### config.mk
export PLATFORM = sky130hd
export DESIGN_NAME = entity_mode_ctrl
export DESIGN_NICKNAME = d
export VERILOG_FILES = /design/src/rtl/emc_pkg.sv /design/src/rtl/emc_child_agg.sv /design/src/rtl/emc_func_region.sv /design/src/rtl/emc_work_region.sv /design/src/rtl/entity_mode_ctrl.sv
export SDC_FILE = /design/constraint.sdc
export NUM_CORES = 1
export LEC_CHECK = 0
export BUFFER_PORTS_ARGS = -buffer_cell sky130_fd_sc_hd__buf_2
export CAP_MARGIN = 20
export CORE_AREA = 2 2 39 41
export DETAILED_ROUTE_END_ITERATION = 12
export DIE_AREA = 0 0 41 43
export GPL_TIMING_DRIVEN = 0
export HOLD_SLACK_MARGIN = 0.12
export PLACE_DENSITY = 0.56
export SLEW_MARGIN = 25
export SYNTH_ARGS = -nofsm -noshare
export SYNTH_HDL_FRONTEND = slang
export SYNTH_HIERARCHICAL = 1
export SYNTH_SLANG_ARGS = --single-unit
### constraint.sdc
create_clock -name clk -period 3.1 [get_ports clk]
set_input_delay 0.31 -clock clk [delete_from_list [all_inputs] [get_ports clk]]
set_output_delay 0.31 -clock clk [all_outputs]
set_load 0.05 [all_outputs]
### src/rtl/emc_pkg.sv
// Package emc_pkg
// Shared state encodings for the entity mode controller.
// Assumes: the states of each region are enumerated densely from zero.
package emc_pkg;

    // Working region: activation life cycle of the entity.
    typedef enum logic [1:0] {
        WK_OFF   = 2'd0,
        WK_ARMED = 2'd1,
        WK_ON    = 2'd2,
        WK_END   = 2'd3
    } work_state_t;

    // Functioning region: availability of the entity.
    typedef enum logic [1:0] {
        FN_NORMAL   = 2'd0,
        FN_DEGRADED = 2'd1,
        FN_FAULT    = 2'd2
    } func_state_t;

endpackage

### src/rtl/emc_child_agg.sv
// Module emc_child_agg
// Combines child readiness and health under the AND or OR relation.
// Assumes: the child vectors are levels that stay valid while they apply;
// N_CHILD >= 1. Purely combinational.
module emc_child_agg #(
    parameter int N_CHILD = 3,
    parameter bit AGG_AND = 1'b1
) (
    input  logic [N_CHILD-1:0] child_ready,
    input  logic [N_CHILD-1:0] child_degraded,
    input  logic [N_CHILD-1:0] child_fault,
    output logic               agg_ready,
    output logic               agg_degraded,
    output logic               agg_fault
);

    generate
        if (AGG_AND) begin : g_and
            // AND relation: every child is needed, so one failure is enough.
            always_comb begin
                agg_ready    = &child_ready;
                agg_fault    = |child_fault;
                agg_degraded = |child_degraded;
            end
        end else begin : g_or
            // OR relation: any child suffices, so only total loss is a fault.
            always_comb begin
                agg_ready    = |child_ready;
                agg_fault    = &child_fault;
                agg_degraded = |(child_degraded | child_fault);
            end
        end
    endgenerate

endmodule

### src/rtl/emc_func_region.sv
// Module emc_func_region
// Functioning (availability) region: normal, degraded or faulted.
// Assumes: the hit inputs already merge the entity's own events with child
// health; the priority is fault over degraded over normal.
module emc_func_region
    import emc_pkg::*;
(
    input  logic        clk,
    input  logic        rst_n,
    input  logic        hit_normal,
    input  logic        hit_degraded,
    input  logic        hit_fault,
    output func_state_t fn_state
);

    func_state_t fn_next;

    // Next-state selection with a fixed severity priority.
    always_comb begin
        fn_next = fn_state;
        if (hit_fault)
            fn_next = FN_FAULT;
        else if (hit_degraded)
            fn_next = FN_DEGRADED;
        else if (hit_normal)
            fn_next = FN_NORMAL;
    end

    // State register, cleared to normal by reset.
    always_ff @(posedge clk) begin
        if (!rst_n)
            fn_state <= FN_NORMAL;
        else
            fn_state <= fn_next;
    end

endmodule

### src/rtl/emc_work_region.sv
// Module emc_work_region
// Working (activation) region: off, armed, on, end.
// Assumes: fault_now is the registered functioning state (faulted), so a
// fault reaches this region one cycle after the functioning region updates.
module emc_work_region
    import emc_pkg::*;
(
    input  logic        clk,
    input  logic        rst_n,
    input  logic        start_cmd,
    input  logic        stop_cmd,
    input  logic        fault_now,
    input  logic        cond_ok,
    input  logic        activity_done,
    output work_state_t wk_state,
    output logic        act_req
);

    work_state_t wk_next;

    // Next-state logic; stop and an active fault preempt every other move.
    always_comb begin
        wk_next = wk_state;
        if (stop_cmd) begin
            wk_next = WK_OFF;
        end else begin
            unique case (wk_state)
                WK_OFF:   if (start_cmd && !fault_now) wk_next = WK_ARMED;
                WK_ARMED: if (fault_now)               wk_next = WK_OFF;
                          else if (cond_ok)            wk_next = WK_ON;
                WK_ON:    if (fault_now)               wk_next = WK_OFF;
                          else if (activity_done)      wk_next = WK_END;
                WK_END:                                wk_next = WK_OFF;
                default:                               wk_next = WK_OFF;
            endcase
        end
    end

    // State register plus a registered activation request for the children.
    always_ff @(posedge clk) begin
        if (!rst_n) begin
            wk_state <= WK_OFF;
            act_req  <= 1'b0;
        end else begin
            wk_state <= wk_next;
            act_req  <= (wk_next == WK_ARMED) || (wk_next == WK_ON);
        end
    end

endmodule

### src/rtl/entity_mode_ctrl.sv
// Module entity_mode_ctrl (top)
// Mode controller for one entity of a supervision hierarchy: a working region
// and a functioning region run in parallel, child readiness and health are
// combined under the AND/OR relation, and every state has its own flag.
// Assumes: synchronous active-low reset; all inputs synchronous to clk.
module entity_mode_ctrl
    import emc_pkg::*;
#(
    parameter int N_CHILD = 3,
    parameter bit AGG_AND = 1'b1
) (
    input  logic               clk,
    input  logic               rst_n,
    input  logic               start_cmd,
    input  logic               stop_cmd,
    input  logic               ev_normal,
    input  logic               ev_degraded,
    input  logic               ev_fault,
    input  logic               activity_done,
    input  logic [N_CHILD-1:0] child_ready,
    input  logic [N_CHILD-1:0] child_degraded,
    input  logic [N_CHILD-1:0] child_fault,
    output logic               act_req,
    output logic               wk_off,
    output logic               wk_armed,
    output logic               wk_on,
    output logic               wk_end,
    output logic               fn_normal,
    output logic               fn_degraded,
    output logic               fn_fault
);

    logic        agg_ready;
    logic        agg_degraded;
    logic        agg_fault;
    work_state_t wk_state;
    func_state_t fn_state;

    emc_child_agg #(
        .N_CHILD (N_CHILD),
        .AGG_AND (AGG_AND)
    ) u_agg (
        .child_ready    (child_ready),
        .child_degraded (child_degraded),
        .child_fault    (child_fault),
        .agg_ready      (agg_ready),
        .agg_degraded   (agg_degraded),
        .agg_fault      (agg_fault)
    );

    emc_func_region u_func (
        .clk          (clk),
        .rst_n        (rst_n),
        .hit_normal   (ev_normal),
        .hit_degraded (ev_degraded | agg_degraded),
        .hit_fault    (ev_fault | agg_fault),
        .fn_state     (fn_state)
    );

    emc_work_region u_work (
        .clk           (clk),
        .rst_n         (rst_n),
        .start_cmd     (start_cmd),
        .stop_cmd      (stop_cmd),
        .fault_now     (fn_state == FN_FAULT),
        .cond_ok       (agg_ready),
        .activity_done (activity_done),
        .wk_state      (wk_state),
        .act_req       (act_req)
    );

    // Decode each region into one flag per state.
    always_comb begin
        wk_off      = (wk_state == WK_OFF);
        wk_armed    = (wk_state == WK_ARMED);
        wk_on       = (wk_state == WK_ON);
        wk_end      = (wk_state == WK_END);
        fn_normal   = (fn_state == FN_NORMAL);
        fn_degraded = (fn_state == FN_DEGRADED);
        fn_fault    = (fn_state == FN_FAULT);
    end

endmodule

* After elaboration in Yosys (flattened, before gate mapping)
Index checks and enable logic that the tools add are counted.
** Cells by class
- Equality and inequality tests :: 7
- Muxes and demuxes :: 10
- Bitwise gates (word level) :: 3
- Reductions and logical operators :: 11
** Operator list (count)
- $mux 2 :: 9
- $eq 2x2->1 const B :: 4
- $pmux 2 s4 :: 1
- $eq 2x1->1 const B :: 3
- $reduce_or 3->1 :: 2
- $logic_not 2->1 :: 2
- $reduce_and 3->1 :: 1
- $reduce_bool 3->1 :: 1
- $or 1x1->1 :: 2
- $reduce_bool 2->1 :: 1
- $reduce_or 2->1 :: 1
- $logic_and 1x1->1 :: 1
- $logic_not 1->1 :: 1
- $logic_or 1x1->1 :: 1
- $not 1->1 :: 1
** Word-level totals
- Register bits after elaboration :: 5
- Input port bits :: 17
- Output and inout bits :: 8
- Word-level logic and storage cells :: 35

* Longest topological paths before layout
- Depth in word-level cells :: 8
- Gate-level depth with buffers :: 4
- Depth with buffers taken out :: 4

* Cells and area by module
The synthesis kept the hierarchy.
** Modules (own cells, without submodules)
- emc_work_region :: instances 1, cells each 14, area each 138.9 um^2, seq. area each 60.1 um^2
- emc_func_region :: instances 1, cells each 7, area each 80.1 um^2, seq. area each 40.0 um^2
- entity_mode_ctrl :: instances 1, cells each 9, area each 55.1 um^2, seq. area each 0.0 um^2
- emc_child_agg :: instances 1, cells each 3, area each 18.8 um^2, seq. area each 0.0 um^2

* Least setup slack after synthesis
No wires, ideal clock.
- Path kind :: register -> register
- From :: reg u_func.fn_state[1]
- To :: reg u_work.wk_state[0]
- Setup time :: 122 ps
- Arrival time :: 1365 ps
- Required time :: 2978 ps
- Slack :: 1612 ps
- Stages on the path, launching flop included :: 4
- Path buffers :: 0
- Clock period less this slack :: 1488 ps
- Path through :: dfxtp_1 -> nor2b_1 -> or3b_1 -> a211oi_1
** On the way
- Cells in the longest elaborated chain, start to end :: 6
- Elaborated cells between the ends (all ways) :: 8
- Those cells by class :: eq/ne: 1; mux: 5; reduce/logical: 2
** Ends and longest elaborated chain
- start: declaration :: RTL line emc_func_region.sv:13 : output func_state_t fn_state
- start signal: assignment :: RTL line emc_func_region.sv:34 : fn_state <= fn_next;
- $eq 2x2->1 *
- via fn_fault :: RTL line entity_mode_ctrl.sv:30 : output logic fn_fault
- $logic_not 1->1 :: RTL line emc_work_region.sv:28 : WK_OFF: if (start_cmd && !fault_now) wk_next = WK_ARMED;
- $logic_and 1x1->1 :: RTL line emc_work_region.sv:28
- $mux 2 :: RTL line emc_work_region.sv:28
- $pmux 2 s4 * :: RTL line emc_work_region.sv:27 : unique case (wk_state)
- $mux 2 * :: RTL line emc_work_region.sv:24 : if (stop_cmd) begin
- end signal: assignment :: RTL line emc_work_region.sv:45 : wk_state <= wk_next;
- end: declaration :: RTL line emc_work_region.sv:15 : output work_state_t wk_state,
Mark *: on every way through the listed nets, which the timed path passes. The rest lies on a longest branch.
A chain may end at the register's enable or synchronous reset.

* Worst setup path after layout
- From :: reg u_work.wk_state[1]
- To :: out wk_armed
** On the way
- Cells in the longest elaborated chain, start to end :: 1
** Ends and longest elaborated chain
- $eq 2x1->1 :: RTL line entity_mode_ctrl.sv:75 : wk_armed = (wk_state == WK_ARMED);
- end: declaration :: RTL line entity_mode_ctrl.sv:25 : output logic wk_armed,
No other way between the ends.

==> results.py <==
metrics = {
    "place": {
        "place.port_buffers": 24,
        "dpl-instance-area_sq_um": 433,
        "place_hpwl_um": 549,
        "gp_congestion": 0.637,
        "place_worst_setup_slack_ns": 1.74,
    },
    "setup_path": {
        "start_to_end_type_of_the_worst_setup_path": "flip-flop to output port",
        "max_stage_delay_ns": 0.46,
        "worst_setup_path_start_kind": "flip-flop",
        "worstPathMaxFanout": 10,
        "crit_arrival_ns": 1.15,
        "crit_path_max_delay_family": "flip-flops",
        "critPathSlowestCell": "dfxtp_1",
        "critical_path.endpoint_type": "output port",
        "crit_chain": "and2b_2 -> buf_2",
        "path_buf_inv": 1,
        "critical_path_required_ns": 2.79,
    },
    "cts": {
        "cts.path.max_buffers": 2,
        "worst_skew_pair_latency_ns": 0.24,
        "postCtsResizedCells": 0,
        "htree_num_levels": 1,
        "cts_tree": "yes",
        "post_cts_buffers": 0,
        "tritoncts.num_buffers": 3,
        "cts_sinks": 5,
        "root_cell_of_the_clock_tree": "clkbuf_4",
        "worst_path_clk_slew_ns": 0.04,
        "cts-hold-fix-buffers": 0,
    },
    "yosys": {
        "ys_seq_elements": 5,
        "syn-cell-area_sq_um": 293,
        "yosys_warning_total": 6,
        "synth_async_sr_flop_share": 0,
        "ys.flop_type": "dfxtp_1",
        "ys_types": 19,
        "synth_edf_count": 0,
        "syn-num-nets": 50,
        "post_synth.cell_area_avg_sq_um": 8.87,
        "syn-instance-count": 33,
        "synth.yosys.seq_area_share": 0.342,
    },
    "timing": {
        "worst_slew_margin_rel": 0.819,
        "setup-violations-final": 0,
        "worst_slew_pin_slew_ns": 0.271,
        "max_freq_ghz": 0.686,
        "report.final.slew_viol_count": 0,
        "holdWs_ns": 0.303,
        "layout_setup_ws_ns": 1.64,
        "final_count_of_hold_timing_violations": 0,
        "setup_tns_ns": 0,
        "grt_setup_unrepaired": "false",
        "min_period_over_period": 0.470,
        "post-route-min-period_ns": 1.46,
        "worst_clock_skew_ns": 0.0000420,
    },
    "floorplan": {
        "core_area_sq_mm": 0.00138,
        "fp-row-count": 14,
        "floorplan.die_area_sq_mm": 0.00176,
        "die_width_um": 41,
        "die_y_um": 43,
        "pin_count": 25,
        "initial_core_util": 0.212,
    },
    "layout": {
        "postLayoutCellArea_sq_um": 459,
        "fillCellCount": 160,
        "nNetsFinal": 79,
        "syn2layout_area_growth_pct": 56.8,
        "antennaDiodeCount": 0,
        "most_common_cell_after_layout_fill_and_taps_aside": "buf_2",
        "post_route_cells_drive_above_1_share": 0.492,
        "final_core_utilization": 0.332,
        "mostFrequentLayoutCells": "24 x buf_2, 5 x dfxtp_1, 4 x nor2b_1",
    },
    "min_path": {
        "hold_path_class": "primary input to flip-flop",
    },
    "route": {
        "drtIter0Drc": 2,
        "final_antenna_net_count": 0,
        "route.detailed.drc": 0,
        "vias_per_cell": 4.19,
        "detail_route.wl_per_cell_um": 8.64,
        "routed-via-count": 323,
        "drt_pre_antenna_iters": 4,
        "drt_wl_total_um": 665,
    },
    "grt": {
        "initial_antenna_violation_count": 0,
        "grt_max_degree": 11,
        "number_of_global_route_vias_before_repair": 266,
        "grt.overflow.total": 0,
        "globalRouteTotalUtil": 0.0812,
        "grt_first_pass_wirelength_um": 938,
    },
    "power": {
        "leakage_nw": 0.231,
        "pwr_dens_mw_per_mm2": 382,
        "peakVddDrop_mv": 0.126,
    },
    "job": {
        "max-cap-violations": 0,
    },
    "run_status": {
        "status": "finished clean",
    },
}
## synth_stat cells, types with 2 or more instances
cell type  count  area (sq um)
dfxtp_1        5           100
nor2b_1        4          25.0
a21oi_1        2          10.0
inv_1          2          7.51
nor2_1         2          7.51
o21a_1         2          15.0
or2_1          2          12.5
or3_1          2          12.5
or3b_1         2          17.5
## cell type report
type	instances	area [sq um]	area share
Inverter	2	7.51	0.0163
Multi-Input combinational cell	26	185	0.403
Tap cell	16	20.0	0.0436
Clock buffer	4	26.3	0.0572
Sequential cell	5	100	0.218
Timing Repair Buffer	24	120	0.262
## final timing paths
kind | from | endpoint | slack, ns | cells after the start
max | u_work/wk_state[1] | wk_armed | 1.64 | 2
min | rst_n | u_func/fn_state[1] | 0.30 | 2
max reg2reg | u_func/fn_state[1] | u_work/wk_state[0] | 1.99 | 3
min reg2reg | u_work/wk_state[0] | u_work/wk_state[0] | 0.56 | 2
## routing by layer
layer  routed length (um)  up-vias  track usage
met1                  278      130       0.0769
met3                  109        0       0.0366
met5                    0        -            0
met4                    0        0       0.0600
met2                  276       23        0.128
li1                     -      170            -
## sequential cells by signal, summed over array words and instances, names as in the netlist
| signal | flops |
|---|---|
| u_func/fn_state | 2 |
| u_work/act_req | 1 |
| u_work/wk_state | 2 |
## where the power goes
group	internal [mW]	switching [mW]	total [mW]
sequential	0.0665	0.00196	0.0685
clock	0.0486	0.0260	0.0746
combinational	0.0137	0.0189	0.0325
## cell families after synthesis
family	synth area share
AO/OA/AOI/OAI	0.171
buffers and inverters	0.0257
flip-flops	0.342
multiplexers	0.0342
AND/OR/NAND/NOR	0.427
## metrics by stage
step,power [mW],cells
after floorplan,0.0882,33
after global placement,0.102,73
after detailed placement,0.102,73
after CTS,0.182,77
after global routing,0.186,77
final,0.176,77
Power figures use the tool's default switching activity.
